<file path="src/rtl/pit_pkg.sv">
// Shared constants and types for the chained periodic interrupt timer.
// Assumes a fixed 12-bit, word-aligned register map.
package pit_pkg;

    localparam int unsigned DATA_W   = 32;
    localparam int unsigned MAP_AW   = 12;
    localparam int unsigned IDX_W    = 4;

    localparam logic [MAP_AW-1:0] ADDR_GCTRL   = 12'h000;
    localparam logic [MAP_AW-1:0] ADDR_LIFE_HI = 12'h0E0;
    localparam logic [MAP_AW-1:0] ADDR_LIFE_LO = 12'h0E4;
    localparam logic [3:0]        CH_REGION    = 4'h1;
    localparam int unsigned       GSTOP_BIT    = 1;

    typedef enum logic [1:0] {
        CH_RELOAD = 2'd0,
        CH_COUNT  = 2'd1,
        CH_CTRL   = 2'd2,
        CH_FLAG   = 2'd3
    } ch_reg_e;

    // Channel control word, bit 0 = run, bit 1 = irq enable, bit 2 = link
    typedef struct packed {
        logic link;
        logic irq_en;
        logic run;
    } ch_ctrl_t;

endpackage

</file>
<file path="src/rtl/pit_channel.sv">
// One timer channel: reload register, down counter, control and sticky flag.
// Assumes the top supplies one-cycle write strobes and the lower neighbour's
// wrap pulse. FIRST marks channel 0, which ignores its link bit.
module pit_channel
    import pit_pkg::*;
#(
    parameter int unsigned CNT_W = 32,
    parameter bit          FIRST = 1'b0
) (
    input  logic             clk,
    input  logic             rst_n,
    input  logic             run,
    input  logic             link_in,
    input  logic             reload_we,
    input  logic [CNT_W-1:0] reload_wdata,
    input  logic             ctrl_we,
    input  ch_ctrl_t         ctrl_wdata,
    input  logic             flag_clr,
    output logic [CNT_W-1:0] reload_q,
    output logic [CNT_W-1:0] count_q,
    output ch_ctrl_t         ctrl_q,
    output logic             flag_q,
    output logic             wrap,
    output logic             irq
);

    logic link_ok;
    logic step;
    logic start;

    // Decide whether this channel may step in the current cycle
    always_comb begin
        link_ok = FIRST || !ctrl_q.link || link_in;
        step    = run && ctrl_q.run && link_ok;
        wrap    = step && (count_q == '0);
        start   = ctrl_we && ctrl_wdata.run && !ctrl_q.run;
    end

    // Reload value register
    always_ff @(posedge clk) begin
        if (!rst_n)         reload_q <= '0;
        else if (reload_we) reload_q <= reload_wdata;
    end

    // Control register
    always_ff @(posedge clk) begin
        if (!rst_n)       ctrl_q <= '0;
        else if (ctrl_we) ctrl_q <= ctrl_wdata;
    end

    // Down counter with reload on wrap and load on enable
    always_ff @(posedge clk) begin
        if (!rst_n)          count_q <= '0;
        else if (start)      count_q <= reload_q;
        else if (wrap)       count_q <= reload_q;
        else if (step)       count_q <= count_q - 1'b1;
    end

    // Sticky timeout flag, set has priority over clear
    always_ff @(posedge clk) begin
        if (!rst_n)        flag_q <= 1'b0;
        else if (wrap)     flag_q <= 1'b1;
        else if (flag_clr) flag_q <= 1'b0;
    end

    // Interrupt request gated by the enable
    always_comb irq = flag_q && ctrl_q.irq_en;

    p_reload_r3: assert property (@(posedge clk) disable iff (!rst_n)
        wrap |=> (count_q == $past(reload_q)) && flag_q);

    p_step_r3: assert property (@(posedge clk) disable iff (!rst_n)
        (step && count_q != '0) |=> count_q == $past(count_q) - 1'b1);

    p_hold_r4: assert property (@(posedge clk) disable iff (!rst_n)
        (!ctrl_q.run && !start) |=> $stable(count_q));

    p_start_r4: assert property (@(posedge clk) disable iff (!rst_n)
        start |=> (count_q == $past(reload_q)) && ctrl_q.run);

    p_freeze_r6: assert property (@(posedge clk) disable iff (!rst_n)
        (!run && !start) |=> $stable(count_q) && !$rose(flag_q));

    p_clear_r7: assert property (@(posedge clk) disable iff (!rst_n)
        (flag_q && flag_clr && !wrap) |=> !flag_q);

    generate
        if (!FIRST) begin : g_link_chk
            p_link_r5: assert property (@(posedge clk) disable iff (!rst_n)
                (ctrl_q.link && !link_in && !start) |=> $stable(count_q));
        end
    endgenerate

endmodule

</file>
<file path="src/rtl/pit_addr_decode.sv">
// Bus address decoder for the timer register map.
// Assumes word-aligned accesses; any nonzero low address bits decode as unmapped.
module pit_addr_decode
    import pit_pkg::*;
#(
    parameter int unsigned NCH = 4
) (
    input  logic [MAP_AW-1:0] addr,
    output logic              hit_gctrl,
    output logic              hit_life_hi,
    output logic              hit_life_lo,
    output logic              hit_ch,
    output logic [IDX_W-1:0]  ch_idx,
    output ch_reg_e           ch_reg
);

    logic aligned;

    // Classify the address into one register group
    always_comb begin
        aligned     = (addr[1:0] == 2'b00);
        hit_gctrl   = aligned && (addr == ADDR_GCTRL);
        hit_life_hi = aligned && (addr == ADDR_LIFE_HI);
        hit_life_lo = aligned && (addr == ADDR_LIFE_LO);
        ch_idx      = addr[7:4];
        ch_reg      = ch_reg_e'(addr[3:2]);
        hit_ch      = aligned && (addr[11:8] == CH_REGION) && (32'(ch_idx) < NCH);
    end

endmodule

</file>
<file path="src/rtl/pit_read_mux.sv">
// Read data selection for the timer register map.
// Assumes the decoder's hit signals are mutually exclusive.
module pit_read_mux
    import pit_pkg::*;
#(
    parameter int unsigned NCH   = 4,
    parameter int unsigned CNT_W = 32
) (
    input  logic                      hit_gctrl,
    input  logic                      hit_life_hi,
    input  logic                      hit_life_lo,
    input  logic                      hit_ch,
    input  logic [IDX_W-1:0]          ch_idx,
    input  ch_reg_e                   ch_reg,
    input  logic                      gstop,
    input  logic [CNT_W-1:0]          life_lo_q,
    input  logic [NCH-1:0][CNT_W-1:0] reload_q,
    input  logic [NCH-1:0][CNT_W-1:0] count_q,
    input  logic [NCH-1:0][2:0]       ctrl_q,
    input  logic [NCH-1:0]            flag_q,
    output logic [DATA_W-1:0]         rd_val
);

    // Pick the word addressed by the current request
    always_comb begin
        rd_val = '0;
        if (hit_gctrl) begin
            rd_val[GSTOP_BIT] = gstop;
        end else if (hit_life_hi) begin
            rd_val = DATA_W'(count_q[1]);
        end else if (hit_life_lo) begin
            rd_val = DATA_W'(life_lo_q);
        end else if (hit_ch) begin
            for (int n = 0; n < NCH; n++) begin
                if (32'(ch_idx) == n) begin
                    unique case (ch_reg)
                        CH_RELOAD: rd_val = DATA_W'(reload_q[n]);
                        CH_COUNT:  rd_val = DATA_W'(count_q[n]);
                        CH_CTRL:   rd_val = DATA_W'(ctrl_q[n]);
                        CH_FLAG:   rd_val = DATA_W'(flag_q[n]);
                    endcase
                end
            end
        end
    end

endmodule

</file>
<file path="src/rtl/pit_chain_timer.sv">
// Top of the chained periodic interrupt timer: bus decode, global stop,
// channel array with wrap chaining, 64-bit capture and registered read data.
// Assumes 2 <= NCH <= 16, CNT_W <= 32, and one bus request per cycle at most.
module pit_chain_timer
    import pit_pkg::*;
#(
    parameter int unsigned NCH   = 4,
    parameter int unsigned CNT_W = 32
) (
    input  logic              clk,
    input  logic              rst_n,
    input  logic              bus_sel,
    input  logic              bus_wr,
    input  logic [MAP_AW-1:0] bus_addr,
    input  logic [DATA_W-1:0] bus_wdata,
    output logic [DATA_W-1:0] bus_rdata,
    output logic [NCH-1:0]    irq
);

    logic                      hit_gctrl, hit_life_hi, hit_life_lo, hit_ch;
    logic [IDX_W-1:0]          ch_idx;
    ch_reg_e                   ch_reg;
    logic                      wr_req, rd_req;
    logic                      gstop;
    logic [CNT_W-1:0]          life_lo_q;
    logic [DATA_W-1:0]         rd_val;
    logic [NCH-1:0][CNT_W-1:0] reload_q;
    logic [NCH-1:0][CNT_W-1:0] count_q;
    logic [NCH-1:0][2:0]       ctrl_bits;
    logic [NCH-1:0]            flag_q;
    logic [NCH-1:0]            wrap;
    logic [NCH-1:0]            link;

    // Qualify the bus request by direction
    always_comb begin
        wr_req = bus_sel && bus_wr;
        rd_req = bus_sel && !bus_wr;
    end

    pit_addr_decode #(.NCH(NCH)) u_decode (
        .addr        (bus_addr),
        .hit_gctrl   (hit_gctrl),
        .hit_life_hi (hit_life_hi),
        .hit_life_lo (hit_life_lo),
        .hit_ch      (hit_ch),
        .ch_idx      (ch_idx),
        .ch_reg      (ch_reg)
    );

    // Global stop bit
    always_ff @(posedge clk) begin
        if (!rst_n)                      gstop <= 1'b0;
        else if (wr_req && hit_gctrl)    gstop <= bus_wdata[GSTOP_BIT];
    end

    // Capture channel 0's count when the upper word is read
    always_ff @(posedge clk) begin
        if (!rst_n)                      life_lo_q <= '0;
        else if (rd_req && hit_life_hi)  life_lo_q <= count_q[0];
    end

    // Each channel hears the wrap of the channel below it
    always_comb link = {wrap[NCH-2:0], 1'b0};

    genvar n;
    generate
        for (n = 0; n < NCH; n++) begin : g_ch
            logic     sel_n;
            ch_ctrl_t ctrl_n;

            // Per-channel write selection
            always_comb sel_n = wr_req && hit_ch && (32'(ch_idx) == n);

            pit_channel #(.CNT_W(CNT_W), .FIRST(n == 0)) u_ch (
                .clk          (clk),
                .rst_n        (rst_n),
                .run          (!gstop),
                .link_in      (link[n]),
                .reload_we    (sel_n && ch_reg == CH_RELOAD),
                .reload_wdata (bus_wdata[CNT_W-1:0]),
                .ctrl_we      (sel_n && ch_reg == CH_CTRL),
                .ctrl_wdata   (ch_ctrl_t'(bus_wdata[2:0])),
                .flag_clr     (sel_n && ch_reg == CH_FLAG && bus_wdata[0]),
                .reload_q     (reload_q[n]),
                .count_q      (count_q[n]),
                .ctrl_q       (ctrl_n),
                .flag_q       (flag_q[n]),
                .wrap         (wrap[n]),
                .irq          (irq[n])
            );

            always_comb ctrl_bits[n] = ctrl_n;
        end
    endgenerate

    pit_read_mux #(.NCH(NCH), .CNT_W(CNT_W)) u_rmux (
        .hit_gctrl   (hit_gctrl),
        .hit_life_hi (hit_life_hi),
        .hit_life_lo (hit_life_lo),
        .hit_ch      (hit_ch),
        .ch_idx      (ch_idx),
        .ch_reg      (ch_reg),
        .gstop       (gstop),
        .life_lo_q   (life_lo_q),
        .reload_q    (reload_q),
        .count_q     (count_q),
        .ctrl_q      (ctrl_bits),
        .flag_q      (flag_q),
        .rd_val      (rd_val)
    );

    // Registered read data, zero when no read was requested
    always_ff @(posedge clk) begin
        if (!rst_n)      bus_rdata <= '0;
        else if (rd_req) bus_rdata <= rd_val;
        else             bus_rdata <= '0;
    end

    p_idle_rdata_r2: assert property (@(posedge clk) disable iff (!rst_n)
        !rd_req |=> bus_rdata == '0);

    p_capture_r9: assert property (@(posedge clk) disable iff (!rst_n)
        (rd_req && hit_life_hi) |=> life_lo_q == $past(count_q[0]));

    p_hi_word_r9: assert property (@(posedge clk) disable iff (!rst_n)
        (rd_req && hit_life_hi) |=> bus_rdata == DATA_W'($past(count_q[1])));

    p_irq_flag_r8: assert property (@(posedge clk) disable iff (!rst_n)
        $rose(irq[0]) |-> flag_q[0]);

endmodule

</file>
<file path="config.mk">
export PLATFORM = sky130hd
export DESIGN_NAME = pit_chain_timer
export DESIGN_NICKNAME = d
export VERILOG_FILES = /design/src/rtl/pit_pkg.sv /design/src/rtl/pit_channel.sv /design/src/rtl/pit_addr_decode.sv /design/src/rtl/pit_read_mux.sv /design/src/rtl/pit_chain_timer.sv
export SDC_FILE = /design/constraint.sdc
export NUM_CORES = 1
export LEC_CHECK = 0
export BUFFER_PORTS_ARGS = -buffer_cell sky130_fd_sc_hd__buf_4
export CAP_MARGIN = 20
export CORE_ASPECT_RATIO = 1.25
export CORE_MARGIN = 3
export CORE_UTILIZATION = 34
export CTS_CLUSTER_SIZE = 20
export DETAILED_ROUTE_END_ITERATION = 10
export GPL_TIMING_DRIVEN = 0
export SLEW_MARGIN = 15
export SYNTH_ARGS = -nofsm -noshare
export SYNTH_HDL_FRONTEND = slang
export SYNTH_HIERARCHICAL = 1
export SYNTH_SLANG_ARGS = --single-unit
export TNS_END_PERCENT = 20
</file>
<file path="constraint.sdc">
create_clock -name clk -period 12.2 [get_ports clk]
set_clock_uncertainty 0.05 [all_clocks]
set_input_delay 1.22 -clock clk [delete_from_list [all_inputs] [get_ports clk]]
set_output_delay 1.22 -clock clk [all_outputs]
set_load 0.01 [all_outputs]
</file>
After elaboration in Yosys (flattened, before gate mapping)

Cells that the tools add are included.

$add $sub $neg: 4
$mul: 0
Div/mod/pow operators: 0
$lt $le $gt $ge: 1
Equality and inequality tests: 9
Shift operators: 0
Mux-type cells: 32
Bitwise logic cells: 2
Reduce and logical (&&, ||, !) cells: 83

Operator list:

| cell                                                                  | number |
|---|---|
| 32-bit two-way mux                                                    | 19 |
| 32-bit case mux with 4 select lines                                   | 4 |
| 32-bit zero test                                                      | 4 |
| 32-bit by 1-bit subtractor with 32-bit output (second input constant) | 4 |
| 1-bit logical AND                                                     | 53 |
| 12-bit by 8-bit == test with 1-bit output (second input constant)     | 2 |
| 12-bit zero test                                                      | 1 |
| 3-bit nonzero test                                                    | 4 |
| 1-bit zero test                                                       | 9 |
| 1-bit two-way mux                                                     | 9 |
| 4-bit by 1-bit == test with 1-bit output (second input constant)      | 2 |
| 4-bit by 2-bit == test with 1-bit output (second input constant)      | 2 |
| 2-bit nonzero test                                                    | 4 |
| 2-bit == test (second input constant)                                 | 2 |
| 2-bit zero test                                                       | 2 |
| 4-bit zero test                                                       | 1 |
| 4-bit by 3-bit < comparator with 1-bit output (second input constant) | 1 |
| 1-bit logical OR                                                      | 3 |
| 3-bit OR reduction                                                    | 1 |
| 2-bit by 1-bit == test with 1-bit output (second input constant)      | 1 |
| 1-bit inverter                                                        | 2 |
| 2-bit AND reduction                                                   | 1 |

Bits in registers: 337
Bits in latches: 0
Bits in writable memories: 0
ROM bits: 0
Output and inout bits: 36
Memories kept: 0

Logic depth before layout (Yosys ltp)

Word-level depth: 14
Gate-level depth with buffers: 21
Depth with buffers taken out: 18

By module

Netlist, hierarchy kept.

Modules (own cells, without submodules):

| module                         | times used | cells an instance | area an instance (um2) | sequential area each (um2) |
|---|---|---|---|---|
| pit_channel (g_ch[2].u_ch ...) | 2          | 400               | 3395.8                 | 1361.3 |
| pit_channel (g_ch[1].u_ch)     | 1          | 430               | 3651.0                 | 1361.3 |
| pit_read_mux                   | 1          | 433               | 3493.4                 | 0.0 |
| pit_channel (g_ch[0].u_ch)     | 1          | 402               | 3394.5                 | 1361.3 |
| pit_chain_timer                | 1          | 238               | 2357.3                 | 1301.2 |
| pit_addr_decode                | 1          | 18                | 132.6                  | 0.0 |

Worst setup path after synthesis

OpenSTA, ideal clock, no wires.

Kind: register to register
Start point: reg g_ch[0].u_ch.count_q[0]
End point: reg g_ch[3].u_ch.count_q[25]
Setup time: 0.074 ns
Arrival time: 4.795 ns
Required time: 12.076 ns
Slack: 7.280 ns
Cell stages (with the launch flop): 21
Path buffers: 3
Period minus slack after synthesis: 4.920 ns
Cell sequence: dfxtp_1 -> inv_1 -> ha_1 -> nor3b_1 -> nand4_1 -> or3_1 -> nor2_1 -> nand2b_1 -> nand4_1 -> nor3_1 -> nand2b_1 -> nand4_1 -> nor4_4 -> buf_2 -> nand2b_1 -> and3_1 -> clkbuf_1 -> nor2_1 -> clkbuf_1 -> or4_1 -> a31oi_1

Cells in the longest elaborated chain, start to end: 13
Elaborated cells between the ends (all ways): 14
Those cells by class: mux: 2; reduce/logical: 12

Ends and longest elaborated chain:

| what                   | RTL line              | RTL |
|---|---|---|
| start, declared        | pit_channel.sv:20     | `output logic [CNT_W-1:0] count_q,` |
| start signal, assigned | pit_channel.sv:54     | `else if (start) count_q <= reload_q;` |
| start signal, assigned | pit_channel.sv:55     | `else if (wrap) count_q <= reload_q;` |
| start signal, assigned | pit_channel.sv:56     | `else if (step) count_q <= count_q - 1'b1;` |
| 32-bit zero test *     | pit_channel.sv:35     | `wrap = step && (count_q == '0);` |
| 1-bit logical AND *    | pit_channel.sv:35     |  |
| net link[1]            | pit_chain_timer.sv:32 | `logic [NCH-1:0] link;` |
| 1-bit logical OR *     | pit_channel.sv:33     | `link_ok = FIRST \|\| !ctrl_q.link \|\| link_in;` |
| 1-bit logical AND *    | pit_channel.sv:34     | `step = run && ctrl_q.run && link_ok;` |
| 1-bit logical AND *    | pit_channel.sv:35     |  |
| net link[2]            | pit_chain_timer.sv:32 |  |
| 1-bit logical OR *     | pit_channel.sv:33     |  |
| 1-bit logical AND *    | pit_channel.sv:34     |  |
| 1-bit logical AND *    | pit_channel.sv:35     |  |
| net link[3]            | pit_chain_timer.sv:32 |  |
| 1-bit logical OR *     | pit_channel.sv:33     |  |
| 1-bit logical AND *    | pit_channel.sv:34     |  |
| 1-bit logical AND      | pit_channel.sv:35     |  |
| 32-bit two-way mux     | pit_channel.sv:55     |  |
| 32-bit two-way mux     | pit_channel.sv:54     |  |
| end signal, assigned   | pit_channel.sv:54     |  |
| end signal, assigned   | pit_channel.sv:55     |  |
| end signal, assigned   | pit_channel.sv:56     |  |
| end, declared          | pit_channel.sv:20     |  |

Mark *: on every way through the listed nets, which the timed path passes. The rest lies on a longest branch.
A chain may end at the register's enable or synchronous reset.

Worst setup path in the final report

Start point: reg g_ch[0].u_ch.count_q[0]
End point: reg g_ch[3].u_ch.count_q[0]

The elaborated chain is that of the path after synthesis.

==> out/metrics.cfg <==
[cts]
cts_hold_buf = 0
clock-sinks = 337
cts_tree = yes
clk_latency_ps = 570
clk_pin_slew_ps = 60
cts_post_setup_buffers_inserted = 0
ctsHtreeMaxLevel = 2
clockRootBuffer = clkbuf_16
cts_resized = 0
cts_buffers = 39
clockBufferDepth = 3

[routing]
drt_iter0_drc = 2445
vias_per_cell = 6.27
routed_wl_um = 95200
drc_errors = 0
drtPass1Iterations = 6
vias = 20200
postRouteAntennaNets = 0
wl_per_cell_um = 29.5

[placed_design]
placed_cells = 3153
post-dp-hpwl_um = 73900
place.port_buffers = 83
gp_congestion = 1.04

[final_layout]
fin_cells = 3223
layout-drive-gt1-share = 0.132
synthToLayoutAreaGrowth_pct = 14.1
antenna_cells = 0
num-nets-final = 2496
fin_util = 0.394

[min_path]
hp-class = reg2reg
min_to = life_lo_q[6]$_SDFFE_PN0P_
hold_start = life_lo_q[6]$_SDFFE_PN0P_
hold_depth = 2

[critical_path]
required_ps = 12560
r2r_start = g_ch[0].u_ch/count_q[0]$_SDFFE_PN0P_
r2r-end = g_ch[3].u_ch/count_q[0]$_SDFFE_PN0P_
arrival_ps = 8240
reg2reg_slack_ps = 4320
cp-end-kind = register
critical_path_class = reg2reg
startpoint_type = register
r2r_cells = 20
cp_max_fo = 10

[logic_synthesis]
avgSynthCellArea_um2 = 8.54
ys_warn_count = 6
postSynthCellCount = 2320
synth_fp_nets = 2372
syn_area_um2 = 19800

[sta]
drv_slew = 0
fmax_mhz = 127
finalSetupViolCount = 0
min_period_ps = 7880
grt_setup_unrepaired = false
finalHoldViolCount = 0
fin_crit_sh = 0.646
tns_ps = 0
worst_pin_slew_ps = 1120
relSlewSlack = 0.246

[floorplanning]
core_area_um2 = 57400
rows = 98
die_w_um = 222
io_pins = 84
start_util = 0.345
die_y_um = 276
die_area_um2 = 61200

[power]
max-vdd-ir-drop_uv = 82.5
powerDensity_nw_per_um2 = 107
p_leak_nw = 8.02

[global_routing]
grt_max_degree = 16
grt.total_usage = 0.298
gr-total-overflow = 0
antenna_found_initial = 3
grt_pass1_vias = 18700
grt_pass1_wl_um = 135000

[outcome]
outcome = complete, no violations

[run]
drv_cap = 0

## how the worst max path moves through the flow
| stage | startpoint | slack (ps) | to | cells after the start |
|---|---|---|---|---|
| 6_report | g_ch[0].u_ch/count_q[0]$_SDFFE_PN0P_ | 4320 | g_ch[3].u_ch/count_q[0]$_SDFFE_PN0P_ | 20 |
| 5_1_grt | g_ch[0].u_ch/count_q[0]$_SDFFE_PN0P_ | 4160 | g_ch[3].u_ch/count_q[17]$_SDFFE_PN0P_ | 20 |
| 4_1_cts | g_ch[0].u_ch/count_q[0]$_SDFFE_PN0P_ | 4650 | g_ch[3].u_ch/count_q[0]$_SDFFE_PN0P_ | 20 |
| 3_5_place_dp | g_ch[0].u_ch/count_q[0]$_SDFFE_PN0P_ | 4670 | g_ch[3].u_ch/count_q[0]$_SDFFE_PN0P_ | 20 |
| 3_3_place_gp | g_ch[0].u_ch/count_q[0]$_SDFFE_PN0P_ | 4670 | g_ch[3].u_ch/count_q[0]$_SDFFE_PN0P_ | 20 |
| 2_1_floorplan | g_ch[0].u_ch/count_q[0]$_SDFFE_PN0P_ | 7280 | g_ch[3].u_ch/count_q[25]$_SDFFE_PN0P_ | 20 |
## worst max-delay path, stage by stage, from the launching register on
cell and delay (ps):
dfxtp_1 420, inv_1 140, ha_1 220, nor3b_1 630, nand4_1 480, or3_1 530, nor2_1 670, nand2b_1 270
nand4_1 320, nor3_1 640, nand2b_1 260, nand4_1 250, nor4_4 370, buf_2 350, nand2b_1 280, nand4_1 270
nor4_4 480, nor2_1 320, clkbuf_1 420, o21ai_0 260, a21oi_1 80
## cell usage in the layout, fill, tap and decap left out, types with 40 or more instances in the layout
cell type,n
clkbuf_16,41
or4_1,41
a31oi_1,53
dfxtp_1,337
and2_1,49
clkbuf_1,112
nand2_1,176
buf_4,105
mux2i_1,273
nor3_1,71
nor4_1,40
nor2_1,260
a21oi_1,107
o21ai_0,126
nand3_1,76
## sequential cells by signal, indices dropped and copies added, names as in the netlist
register            count
g_ch.u_ch/reload_q    128
g_ch.u_ch/ctrl_q       12
bus_rdata              32
g_ch.u_ch/flag_q        4
life_lo_q              32
gstop                   1
g_ch.u_ch/count_q     128
## power by group
group          leakage (nW)  internal, mW  switching (mW)
Clock                 0.608         0.654           0.516
Combinational          4.70        0.0396           0.106
Sequential             2.71          1.10       0.0000321
Total                  8.02          1.79           0.622
## layout make-up
type                    instances  area (um^2)
clock inverters                20          155
repair buffers                 83          623
fillers                      5902        34800
clock buffers                  50         1080
well taps                     750          938
inverters                      26         97.6
flip-flops and latches        337         6750
plain buffers                 188          943
multi-input cells            1769        12000
## per-stage QoR
stage	worst slack (ps)	power (mW)	hold slack, ps	cell area, um^2
6_report	4320	2.42	419	22600
5_1_grt	4160	2.47	436	22600
4_1_cts	4650	2.43	417	22600
3_5_place_dp	4670	1.27	403	21400
3_3_place_gp	4670	1.27	398	21400
2_1_floorplan	7280	1.19	380	19800
## per-layer routing
metal | vias up | share of wire | track usage
met3 | 236 | 0.076 | 0.0413
met5 | - | 0 | 0
li1 | 8933 | - | -
met4 | 0 | 0.068 | 0.168
met2 | 1159 | 0.46 | 0.499
met1 | 9896 | 0.40 | 0.372
Note: power is estimated with default switching activity, not from simulation.
